`src/rtl/smp_pkg.sv`:
```
package smp_pkg;
    localparam int REG_W      = 64;
    localparam int DATA_W     = 64;
    localparam int CNT_W      = 32;
    localparam int SZ_W       = 3;
    localparam int MIN_BUF_LG = 12;
    localparam int OFF_W      = MIN_BUF_LG + (1 << SZ_W) - 1;
    localparam int WORD_BYTES = 8;
    localparam int REC_WORDS  = 4;
    localparam int IDX_W      = $clog2(REC_WORDS);

    // Registers number bit 0 as the most significant bit.
    localparam int EN_POS   = REG_W - 1 - 0;
    localparam int MODE_POS = REG_W - 1 - 1;
    localparam int BASE_HI  = REG_W - 1 - 8;
    localparam int BASE_LO  = REG_W - 1 - 50;
    localparam int PER_HI   = REG_W - 1 - 2;
    localparam int PER_LO   = REG_W - 1 - 33;
    localparam int SZ_HI    = REG_W - 1 - 48;
    localparam int SZ_LO    = REG_W - 1 - 50;

    typedef enum logic [IDX_W-1:0] {
        W_PC   = 2'd0,
        W_SCNT = 2'd1,
        W_EV   = 2'd2,
        W_TS   = 2'd3
    } word_e;

    typedef struct packed {
        logic              en;
        logic              trace;
        logic [DATA_W-1:0] base;
    } ctl_t;

    typedef struct packed {
        logic [CNT_W-1:0] period;
        logic [SZ_W-1:0]  size;
    } cfg_t;

    typedef struct packed {
        logic [DATA_W-1:0] pc;
        logic [DATA_W-1:0] scnt;
        logic [DATA_W-1:0] ev;
        logic [DATA_W-1:0] ts;
    } rec_t;

    function automatic ctl_t decode_ctl(input logic [REG_W-1:0] w);
        ctl_t c;
        c.en    = w[EN_POS];
        c.trace = w[MODE_POS];
        c.base  = '0;
        c.base[BASE_HI:BASE_LO] = w[BASE_HI:BASE_LO];
        return c;
    endfunction

    function automatic cfg_t decode_cfg(input logic [REG_W-1:0] w);
        cfg_t c;
        c.period = w[PER_HI:PER_LO];
        c.size   = w[SZ_HI:SZ_LO];
        return c;
    endfunction

    function automatic logic [OFF_W-1:0] off_mask(input logic [SZ_W-1:0] size);
        logic [OFF_W-1:0] ones;
        logic [SZ_W-1:0]  top;
        ones = '1;
        top  = '1;
        return ones >> (top - size);
    endfunction

    function automatic logic [DATA_W-1:0] rec_word(input rec_t r, input word_e k);
        logic [DATA_W-1:0] w;
        case (k)
            W_PC:    w = r.pc;
            W_SCNT:  w = r.scnt;
            W_EV:    w = r.ev;
            default: w = r.ts;
        endcase
        return w;
    endfunction
endpackage

```
`src/rtl/smp_interval_ctr.sv`:
```
module smp_interval_ctr
    import smp_pkg::*;
#(
    parameter int W = CNT_W
) (
    input  logic         clk,
    input  logic         rst,
    input  logic         active,
    input  logic [W-1:0] period,
    output logic [W-1:0] cnt,
    output logic         ovf
);
    assign ovf = active && (cnt == {W{1'b1}});

    always_ff @(posedge clk) begin
        if (rst) begin
            cnt <= '0;
        end else if (!active || ovf) begin
            cnt <= period;
        end else begin
            cnt <= cnt + 1'b1;
        end
    end


    reload_chk: assert property (@(posedge clk) disable iff (rst)
        ovf |=> (cnt == $past(period)));
endmodule

```
`src/rtl/smp_event_ctrs.sv`:
```
module smp_event_ctrs #(
    parameter int EV_W = 32,
    parameter int TS_W = 64
) (
    input  logic            clk,
    input  logic            rst,
    input  logic            active,
    input  logic            evt,
    output logic [EV_W-1:0] ev_cnt,
    output logic [TS_W-1:0] ts
);
    always_ff @(posedge clk) begin
        if (rst) begin
            ev_cnt <= '0;
            ts     <= '0;
        end else begin
            ts <= ts + 1'b1;
            if (!active) begin
                ev_cnt <= '0;
            end else if (evt) begin
                ev_cnt <= ev_cnt + 1'b1;
            end
        end
    end
endmodule

```
`src/rtl/smp_record_writer.sv`:
```
module smp_record_writer
    import smp_pkg::*;
#(
    parameter int DROP_W = 16
) (
    input  logic              clk,
    input  logic              rst,
    input  logic              active,
    input  logic              ovf,
    input  rec_t              rec_in,
    input  logic [DATA_W-1:0] base,
    input  logic [SZ_W-1:0]   size,
    output logic              mem_req,
    output logic [DATA_W-1:0] mem_addr,
    output logic [DATA_W-1:0] mem_wdata,
    input  logic              mem_ack,
    output logic [DROP_W-1:0] drop_count
);
    localparam logic [IDX_W-1:0] LAST_IDX = IDX_W'(REC_WORDS - 1);

    logic              busy;
    logic [IDX_W-1:0]  idx;
    rec_t              rec_q;
    logic [DATA_W-1:0] base_q;
    logic [SZ_W-1:0]   size_q;
    logic [OFF_W-1:0]  off;

    always_ff @(posedge clk) begin
        if (rst) begin
            busy       <= 1'b0;
            idx        <= '0;
            rec_q      <= '0;
            base_q     <= '0;
            size_q     <= '0;
            off        <= '0;
            drop_count <= '0;
        end else if (busy) begin
            if (mem_ack) begin
                off <= (off + OFF_W'(WORD_BYTES)) & off_mask(size_q);
                if (idx == LAST_IDX) begin
                    busy <= 1'b0;
                    idx  <= '0;
                end else begin
                    idx <= idx + 1'b1;
                end
            end
            if (ovf) begin
                drop_count <= drop_count + 1'b1;
            end
        end else if (ovf) begin
            busy   <= 1'b1;
            idx    <= '0;
            rec_q  <= rec_in;
            base_q <= base;
            size_q <= size;
        end else if (!active) begin
            off <= '0;
        end
    end

    assign mem_req   = busy;
    assign mem_addr  = base_q | {{(DATA_W-OFF_W){1'b0}}, off};
    assign mem_wdata = rec_word(rec_q, word_e'(idx));


    hold_until_ack_chk: assert property (@(posedge clk) disable iff (rst)
        (mem_req && !mem_ack) |=> (mem_req && $stable(mem_addr) && $stable(mem_wdata)));


    drop_step_chk: assert property (@(posedge clk) disable iff (rst)
        (drop_count != $past(drop_count)) |-> (drop_count == $past(drop_count) + 1'b1));


    word_align_chk: assert property (@(posedge clk) disable iff (rst)
        mem_req |-> (mem_addr[2:0] == 3'b000));


    rec_end_chk: assert property (@(posedge clk) disable iff (rst)
        (mem_req && mem_ack && (idx == LAST_IDX)) |=> !mem_req);
endmodule

```
`src/rtl/trace_sampler.sv`:
```
module trace_sampler
    import smp_pkg::*;
#(
    parameter int EV_W   = 32,
    parameter int DROP_W = 16
) (
    input  logic              clk,
    input  logic              rst,
    input  logic [REG_W-1:0]  ctl_word,
    input  logic [REG_W-1:0]  cfg_word,
    input  logic [DATA_W-1:0] pc_in,
    input  logic              evt_in,
    output logic              mem_req,
    output logic [DATA_W-1:0] mem_addr,
    output logic [DATA_W-1:0] mem_wdata,
    input  logic              mem_ack,
    output logic [DROP_W-1:0] drop_count
);
    ctl_t              ctl;
    cfg_t              cfg;
    logic              active;
    logic [CNT_W-1:0]  cnt;
    logic              ovf;
    logic [EV_W-1:0]   ev_cnt;
    logic [DATA_W-1:0] ev_wide;
    logic [DATA_W-1:0] ts;
    rec_t              snap;

    assign ctl    = decode_ctl(ctl_word);
    assign cfg    = decode_cfg(cfg_word);
    assign active = ctl.en && ctl.trace;

    smp_interval_ctr #(.W(CNT_W)) u_ictr (
        .clk    (clk),
        .rst    (rst),
        .active (active),
        .period (cfg.period),
        .cnt    (cnt),
        .ovf    (ovf)
    );

    smp_event_ctrs #(.EV_W(EV_W), .TS_W(DATA_W)) u_ectr (
        .clk    (clk),
        .rst    (rst),
        .active (active),
        .evt    (evt_in),
        .ev_cnt (ev_cnt),
        .ts     (ts)
    );

    generate
        if (EV_W < DATA_W) begin : g_ev_ext
            assign ev_wide = {{(DATA_W-EV_W){1'b0}}, ev_cnt};
        end else begin : g_ev_cut
            assign ev_wide = ev_cnt[DATA_W-1:0];
        end
    endgenerate

    always_comb begin
        snap.pc   = pc_in;
        snap.scnt = {{(DATA_W-CNT_W){1'b0}}, cnt};
        snap.ev   = ev_wide;
        snap.ts   = ts;
    end

    smp_record_writer #(.DROP_W(DROP_W)) u_wr (
        .clk        (clk),
        .rst        (rst),
        .active     (active),
        .ovf        (ovf),
        .rec_in     (snap),
        .base       (ctl.base),
        .size       (cfg.size),
        .mem_req    (mem_req),
        .mem_addr   (mem_addr),
        .mem_wdata  (mem_wdata),
        .mem_ack    (mem_ack),
        .drop_count (drop_count)
    );
endmodule

```
`config.mk`:
```
export PLATFORM = sky130hd
export DESIGN_NAME = trace_sampler
export DESIGN_NICKNAME = d
export VERILOG_FILES = /design/src/rtl/smp_pkg.sv /design/src/rtl/smp_interval_ctr.sv /design/src/rtl/smp_event_ctrs.sv /design/src/rtl/smp_record_writer.sv /design/src/rtl/trace_sampler.sv
export SDC_FILE = /design/constraint.sdc
export NUM_CORES = 1
export LEC_CHECK = 0
export BUFFER_PORTS_ARGS = -buffer_cell sky130_fd_sc_hd__buf_2
export CAP_MARGIN = 20
export CORE_ASPECT_RATIO = 1.5
export CORE_MARGIN = 2
export CORE_UTILIZATION = 34
export CTS_BUF_LIST = sky130_fd_sc_hd__clkbuf_4
export CTS_CLUSTER_SIZE = 30
export DETAILED_ROUTE_END_ITERATION = 16
export HOLD_SLACK_MARGIN = 0.12
export PLACE_DENSITY = 0.54
export SLEW_MARGIN = 20
export SYNTH_ARGS = -nofsm -noshare
export SYNTH_HDL_FRONTEND = slang
export SYNTH_SLANG_ARGS = --single-unit
```
`constraint.sdc`:
```
create_clock -name clk -period 2.97 [get_ports clk]
set_input_delay 0.1485 -clock clk [delete_from_list [all_inputs] [get_ports clk]]
set_output_delay 0.1485 -clock clk [all_outputs]
set_load 0.01 [all_outputs]
```
==> results.md <==
* Main combinational cell family by area after synthesis: simple AND/OR/NAND/NOR gates
* Status: finished clean
* Cell taking the most area after synthesis: dfxtp_1
* CP Capture Type: output pin
* Hold Fails Final Rpt at 0
* Total global-route track usage at 20.32%
* Mapped cell area at 17900 um2
* CORE AREA at 52320 um2
* Crit-path leading delay family: buffers and inverters
* Dpl ws at 0.2442 ns
* Crit-path slowest cell: dfxtp_1
* Port Buffer Count at 281
* TritonCTS buffer count at 102
* Period utilization at 96.55%
* Yosys warns at 0
* Post-Synth Simple-Gate Area at 25.99%
* HPWL after DPL at 35080 um
* Largest net degree at the start of global routing at 214
* PwrDens at 441.3 nW/um2
* XOR/XNOR share of the synthesized area at 4.257%
* Max rail drop VDD at 299.7 uV
* Max Cap Violations at 0
* Post-Synthesis Cells at 2280
* Die Wd at 191.3 um
* Vias per Instance at 5.025
* DRC at 0
* Effective utilization at floorplan at 34.21%
* First-pass detailed-route iteration total at 7
* Remaining Overflow, GRT at 0
* Hold crit path type: primary input to flop
* Area share of the largest cell type after synthesis at 44.85%
* Via Count at 18.12k
* Leak at 0.009013 uW
* Flops & latches, synth at 401
* Placed Area at 19570 um2
* Area of the multi-input gates at 8727 um2
* Buffers & Inverters on Critical Path at 3
* R2R depth at 10
* Most common cell in the synthesized netlist: nand2_1
* CP max stage delay at 0.43 ns
* Critical Path Source Type: flop
* Worst EP arrival at 2.72 ns
* Tightest Pin Transition at 1.087 ns
* EDFF count, synth at 0
* Die Y-Extent at 285.0 um
* Post-synthesis adder-cell area fraction at 0.6991%
* Commonest cells in the netlist: nand2_1, dfxtp_1, a21oi_1, nor2_1, clkbuf_1
* Site Rows at 103
* Critical-path maximum fanout at 9
* Gpl congestion at 0.8493
* Fin cells at 3606
* Setup TNS at 0 ns
* Cell depth of the worst setup path at 6
* Synth Area in Compound Gates at 14.55%
* Final setup vio count at 0
* Fillers at 5143
* Post-route cell area at 24430 um2
* Max Freq at 348.7 MHz
* DR WL/cell at 15.99 um
* Crit path time final at 2.868 ns
* Reg area at 8031 um2
* Initial antenna violation count at 1
* Worst Hold Depth at 4
* Slew Viols, Final at 0
* Most used DFF post-synth: dfxtp_1
* Clk buf depth at 3
* CTS tree: done
* Max-slew headroom at 27.56%
* Layout cells sized above 1 at 17.89%
* Clk root buf: clkbuf_4
* Clock Latency Late Sink at 0.84 ns
* CP Cell Sequence: inv_1, ha_4, buf_4, a222oi_1, mux2i_1, buf_2
* # H-tree levels at 3
* Die ar. at 54530 um2
* Critical Path RT at 2.82 ns
* DRT antenna net count at 0
* Clock skew at 0.03098 ns
* Register area share after synthesis at 44.85%
* Synthesis-to-finish area growth at 36.50%
* Initial DRC count at 917
* Vias in the first global route at 18.59k
* Placed cell count at 3077
* Mux share of post-synthesis cell area at 2.656%
* Mean Syn Cell Area at 7.850 um2
* Global-route wire length before repair at 90330 um
* Setup ws final at 0.1025 ns
* Area contributors post-synth: dfxtp_1, nand2_1, a21oi_1, nor2_1, buf_4
* CTS Sinks at 401
* Netlist cell types at 54
* Critical path class: flop to output pin
* Clock-pin slew on the worst setup and hold paths at 0.07 ns
* FF-to-FF setup slack at 0.21 ns
* Synth async-reset ratio at 0%
* DRT Wirelength at 57640 um
* Nets at 3060
* I/O pin count at 341
per-layer routing:
metal	vias up	track usage, %	share of wire, %
met3	144	3.569	4.5
met1	8519	21.53	38
li1	8967	-	-
met5	-	0	0
met2	489	37.50	53
met4	0	11.25	4.2
cell type report:
type,instances,share of cell area (%)
clock buffers,143,4.394
multi-input cells,1626,35.72
diodes,1,0.01024
repair buffers,677,22.08
well taps,682,3.493
flip-flops and latches,401,32.87
inverters,46,0.7068
clock inverters,30,0.7221
per-stage QoR:
step / hold WS (ns) / utilization [%] / power [uW]
final: 0.2184 / 46.69 / 10780
after global routing: 0.1861 / 46.69 / 11290
after CTS: 0.1443 / 46.44 / 10950
after detailed placement: 0.3950 / 37.40 / 5899
after global placement: 0.3928 / 37.40 / 5892
after floorplan: 0.2890 / - / 5746
worst paths after layout:
kind,end,from
worst max-delay path,mem_wdata[25],u_wr.idx[0]
worst min-delay path,u_ictr.cnt[17],cfg_word[47]
worst max register to register,u_wr.base_q[51],u_ictr.cnt[19]
worst min register to register,u_wr.rec_q[244],u_wr.rec_q[244]
kinds of logic (layout without fill, tap and decap cells):
group	Yosys count	count (layout)
xor gates and xnor gates	87	87
buffers and inverters	263	896
muxes	46	46
DFF	401	401
other	1	12
AOI/OAI and AO/OA	451	451
and+or+nand+nor	1021	1021
adders and majority gates	10	10
registers in the layout, summed over array words and instances (netlist names):
signal	cells
u_ictr.cnt	32
u_wr.base_q	43
u_ectr.ts	64
u_wr.off	16
u_wr.idx	2
u_ectr.ev_cnt	32
u_wr.mem_req	1
u_wr.rec_q	192
u_wr.size_q	3
u_wr.drop_count	16
what timing repair did:
action | CTS | global route
hold buffers | 345 | 0
hold endpoints to repair | 306 | 0
resized for setup | 6 | 9
pin swaps | 2 | 4
endpoints found under the setup margin | 64 | 43
buffers inserted | 0 | 7
gates cloned | 0 | 3
worst reg2reg max path, stage by stage (launching register included):
cell and delay (ns):
dfxtp_1 0.45, nand4_2 0.17, buf_4 0.20, nor4_2 0.21, buf_4 0.17, and4_4 0.28
buf_16 0.21, buf_12 0.23, nand2_1 0.09, a21oi_1 0.15, dlygate4sd3_1 0.56
cells in the final DEF, fill, tap and decap left out, types with 5 or more instances in the layout:
cell type	n
nor3_1	27
nand2_1	545
mux2_2	12
and4_1	25
mux2i_1	34
nor2b_1	14
dlygate4sd3_1	345
nor4_1	18
a31oi_1	5
dfxtp_1	398
or2_2	9
buf_2	280
conb_1	11
and2_1	13
xor2_1	38
o31ai_1	16
buf_12	6
a222oi_1	32
a211oi_1	14
inv_1	46
or3_1	24
ha_1	5
clkbuf_4	143
nand4_1	64
a21oi_1	284
clkinv_1	23
xnor2_1	49
nand3_1	54
o21ai_0	67
and3_1	24
buf_4	39
o211ai_1	13
or4_1	30
nor2_1	161
power by group:
group	switching [uW]	internal (uW)	leakage [uW]
combinational	259	404	0.00504
clock	2280	2380	0.000739
sequential	45.7	5410	0.00324
(Power assumes the default switching activity.)
